$ cat config.mk
export PLATFORM = sky130hd
export DESIGN_NAME = ramp_adc_ctrl
export DESIGN_NICKNAME = d
export VERILOG_FILES = /design/src/rtl/ramp_adc_ctrl.sv
export SDC_FILE = /design/constraint.sdc
export NUM_CORES = 1
export LEC_CHECK = 0
export BUFFER_PORTS_ARGS = -buffer_cell sky130_fd_sc_hd__buf_2
export CAP_MARGIN = 20
export CORE_MARGIN = 3
export CORE_UTILIZATION = 52
export DETAILED_ROUTE_END_ITERATION = 6
export PLACE_DENSITY = 0.77
export RECOVER_POWER = 100
export SLEW_MARGIN = 15
export SYNTH_ARGS = -nofsm -noshare
export SYNTH_HDL_FRONTEND = slang
export SYNTH_SLANG_ARGS = --single-unit
$ cat constraint.sdc
create_clock -name clk -period 2 [get_ports clk]
set_input_delay 0.3 -clock clk [delete_from_list [all_inputs] [get_ports clk]]
set_output_delay 0.3 -clock clk [all_outputs]
set_load 0.05 [all_outputs]
$ cat src/rtl/ramp_adc_ctrl.sv
module ramp_adc_ctrl #(
  parameter int WIDTH         = 8,
  parameter int SETTLE_CYCLES = 2
) (
  input  logic             clk,
  input  logic             rst_n,
  input  logic             start_i,
  input  logic             cmp_i,
  output logic [WIDTH-1:0] dac_code_o,
  output logic [WIDTH-1:0] result_o,
  output logic             done_o,
  output logic             busy_o
);
  localparam int CW = (SETTLE_CYCLES < 1) ? 1 : $clog2(SETTLE_CYCLES + 1);
  localparam logic [CW-1:0]    WAIT_LOAD = CW'(SETTLE_CYCLES);
  localparam logic [WIDTH-1:0] FULL      = {WIDTH{1'b1}};

  logic             run_q;
  logic             done_q;
  logic [CW-1:0]    wait_q;
  logic [WIDTH-1:0] code_q;
  logic [WIDTH-1:0] res_q;

  wire sample = run_q && (wait_q == '0);
  wire stop   = sample && (cmp_i || code_q == FULL);

  always_ff @(posedge clk or negedge rst_n) begin
    if (!rst_n) begin
      run_q  <= 1'b0;
      done_q <= 1'b0;
      wait_q <= '0;
      code_q <= '0;
      res_q  <= '0;
    end else begin
      done_q <= 1'b0;
      if (!run_q) begin
        if (start_i) begin
          run_q  <= 1'b1;
          code_q <= '0;
          wait_q <= WAIT_LOAD;
        end
      end else if (wait_q != '0) begin
        wait_q <= wait_q - 1'b1;
      end else if (stop) begin
        run_q  <= 1'b0;
        res_q  <= code_q;
        done_q <= 1'b1;
      end else begin
        code_q <= code_q + 1'b1;
        wait_q <= WAIT_LOAD;
      end
    end
  end

  assign dac_code_o = code_q;
  assign result_o   = res_q;
  assign done_o     = done_q;
  assign busy_o     = run_q;

  assert_start_clears_R2: assert property (@(posedge clk) disable iff (!rst_n)
    (start_i && !busy_o) |=> (busy_o && dac_code_o == '0));

  assert_unit_step_R3: assert property (@(posedge clk) disable iff (!rst_n)
    busy_o |=> (dac_code_o == $past(dac_code_o) || dac_code_o == $past(dac_code_o) + 1'b1));

  assert_trip_stops_R4: assert property (@(posedge clk) disable iff (!rst_n)
    (sample && cmp_i) |=> (done_o && result_o == $past(dac_code_o)));

  assert_saturate_R6: assert property (@(posedge clk) disable iff (!rst_n)
    (sample && dac_code_o == FULL) |=> (done_o && result_o == FULL));

  assert_done_pulse_R7: assert property (@(posedge clk) disable iff (!rst_n)
    done_o |=> !done_o);

  assert_idle_on_done_R7: assert property (@(posedge clk) disable iff (!rst_n)
    done_o |-> !busy_o);

  assert_result_hold_R9: assert property (@(posedge clk) disable iff (!rst_n)
    !$stable(result_o) |-> done_o);
endmodule

==> metrics.txt <==
root buffer cell=clkbuf_4; synthesized area=0.001023 mm2; minimum clock period=1.735 ns; Inserted Clock Buffers=3; CP Data Arrival Time=1.91 ns; later-pin clock latency in the skew report=0.29 ns; Hold Fails Final Rpt=0; Tightest Pin Transition=1.016 ns; Die Ht=50.37 um; Residual DRC=0; HP Start=start_i; largest net degree at the start of global routing=21; WL per Instance=14.40 um; setup total negative slack=0 ns; number of synthesized register bits=20; Synth async-reset ratio=1.000; Tcrit/Tclk final=0.8673; f_max=576.5 MHz; most frequent cells in the layout=20 x dfrtp_1, 19 x clkbuf_1, 9 x nand2_1, 8 x mux2_1; Syn Inst Count=89; DRT Wirelength=1987 um; synth warn=0; global-route wire length before repair=3422 um; Yosys cell types=36; clock slew at reported path FFs=0.10 ns; total track usage=0.1762; maximum clock path buffer count=2; reg2reg path depth=5; Final Setup Violations=0; status=finished clean; worst vdd ir=0.8983 mV; total gr overflow=0; Max Slew Vio Count=0; Antenna diodes=0; TritonCTS clock tree=done; core area=0.001783 mm2; Req. time, crit path=2.18 ns; Pre-antenna DRT Iters=4; GPL Wtd Cong=0.8474; Net Count, Synth=96; CP Class=reg -> reg; Seq/Total Area, Yosys=0.4890; Leak=0.0005310 uW; Initial Util=0.5740; most used flip-flop cell after synthesis=dfrtp_1; row cnt=15; via/cell ratio=5.928; r2r startpoint=dac_code_o[0]; vias in the first global route=787; number of synthesized flops with an enable pin=0; Post-DRT Antenna Nets=0; WHS Path Cells=2; die area=0.002537 mm2; Worst Setup End Kind=flip-flop; post-synthesis average cell area=11.50 um2; r2r setup slk=0.27 ns; H-tree Lvls=1; final core occ=0.6358; pwr dens=1460 mW/mm2; worst min-delay path class=in -> reg; Post-Place Cells=134; pre-CTS worst setup slack=0.2935 ns; CP max FO=9; CTS Sinks=20; final setup margin=0.2654 ns; number of fill cells=162; clock skew=0.007438 ns; Via Count=818; initial antenna violation count=0; Die Wd=50.37 um; final std cells w/o fill=138; io pins=22; HPWL after DPL=1485 um; fin nets=122; I/O Buffers=21; crit path launch type=flip-flop; slew margin rel.=0.3226; Hold Path End=dac_code_o[6]; Max-cap violations=0; commonest non-fill, non-tap cell in the layout=dfrtp_1; RR Endpoint=result_o[5]; Layout area overhead=10.76%; DR iter-0 viols=13; RSZ-0062 raised after global routing=false; share of layout cells above drive strength 1=0.08850
critical path, cell delays in order, from the launching register on:
cell and delay (ns):
dfrtp_1 0.43, ha_1 0.29, nand4_4 0.15, o21ai_4 0.25, nand2_4 0.13, mux2_1 0.35
per-stage QoR:
| stage | hold slack [ns] | total power [uW] | cell area (um2) |
|---|---|---|---|
| 2_1_floorplan | 0.004409 | 1351 | 1023 |
| 3_3_place_gp | 0.2622 | 1523 | 1155 |
| 3_5_place_dp | 0.2632 | 1551 | 1155 |
| 4_1_cts | 0.2059 | 1736 | 1187 |
| 5_1_grt | 0.2155 | 1766 | 1134 |
| 6_report | 0.2211 | 1655 | 1134 |
layout make-up:
| cell class | count | area (um2) | area share |
|---|---|---|---|
| tap | 25 | 31.28 | 0.02759 |
| timing repair buffer | 22 | 91.34 | 0.08057 |
| multi-input combinational | 61 | 461.7 | 0.4073 |
| sequential | 20 | 500.5 | 0.4415 |
| clock buffer | 3 | 22.52 | 0.01987 |
| inverter | 7 | 26.28 | 0.02318 |
sequential cells by signal, indices dropped and copies added, names as in the netlist:
name,flops
result_o,8
dac_code_o,8
busy_o,1
wait_q,2
done_o,1
power breakdown:
part | switching (uW) | internal, uW | total (uW) | leakage (uW)
Combinational | 593 | 205 | 798 | 0.000252
Clock | 108 | 70.1 | 178 | 0.0000138
Sequential | 157 | 521 | 678 | 0.000265
Total | 859 | 796 | 1650 | 0.000531
Yosys cell counts, types with 2 or more instances:
cell type / number / share of area
dfrtp_1: 20 / 0.49
nand2_1: 9 / 0.033
mux2_4: 8 / 0.12
inv_1: 6 / 0.022
nand3_1: 6 / 0.029
a31oi_1: 5 / 0.031
ha_1: 3 / 0.037
a21oi_1: 2 / 0.0098
o211ai_1: 2 / 0.015
o21ai_0: 2 / 0.0098
worst max-delay path by stage:
stage	endpoint	slack (ns)	cells past startpoint	from
after floorplan	result_o[3]	0.07	5	dac_code_o[0]
after global placement	result_o[1]	0.33	5	dac_code_o[0]
after detailed placement	result_o[5]	0.29	6	wait_q[0]
after CTS	result_o[5]	0.26	6	wait_q[0]
after global routing	result_o[0]	0.15	6	wait_q[0]
final	result_o[5]	0.27	5	dac_code_o[0]
timing repair:
item | CTS | global route
setup buffers | 0 | 0
hold endpoints to repair | 20 | 0
gates resized for setup | 0 | 0
hold buffers | 1 | 0
cell families (layout without fill, tap and decap cells):
| group | Yosys count | after routing | synth area share |
|---|---|---|---|
| buffers and inverters | 8 | 32 | 0.03055 |
| AO/OA/AOI/OAI | 22 | 22 | 0.1589 |
| multiplexers | 9 | 9 | 0.1271 |
| adder cells (fa/ha/maj) | 3 | 3 | 0.03668 |
| AND/OR/NAND/NOR | 27 | 27 | 0.1577 |
| flip-flops | 20 | 20 | 0.4890 |
metal layers:
metal / up-vias / GRT usage / routed length, um / share of wire
met3: 2 / 0.07122 / 146 / 0.073
met1: 405 / 0.2220 / 893 / 0.45
met5: - / 0 / 0 / 0
met4: 0 / 0.07175 / 14 / 0.0070
met2: 32 / 0.2674 / 932 / 0.47
li1: 379 / - / - / -
No activity file was read; power rests on OpenSTA's default activity.
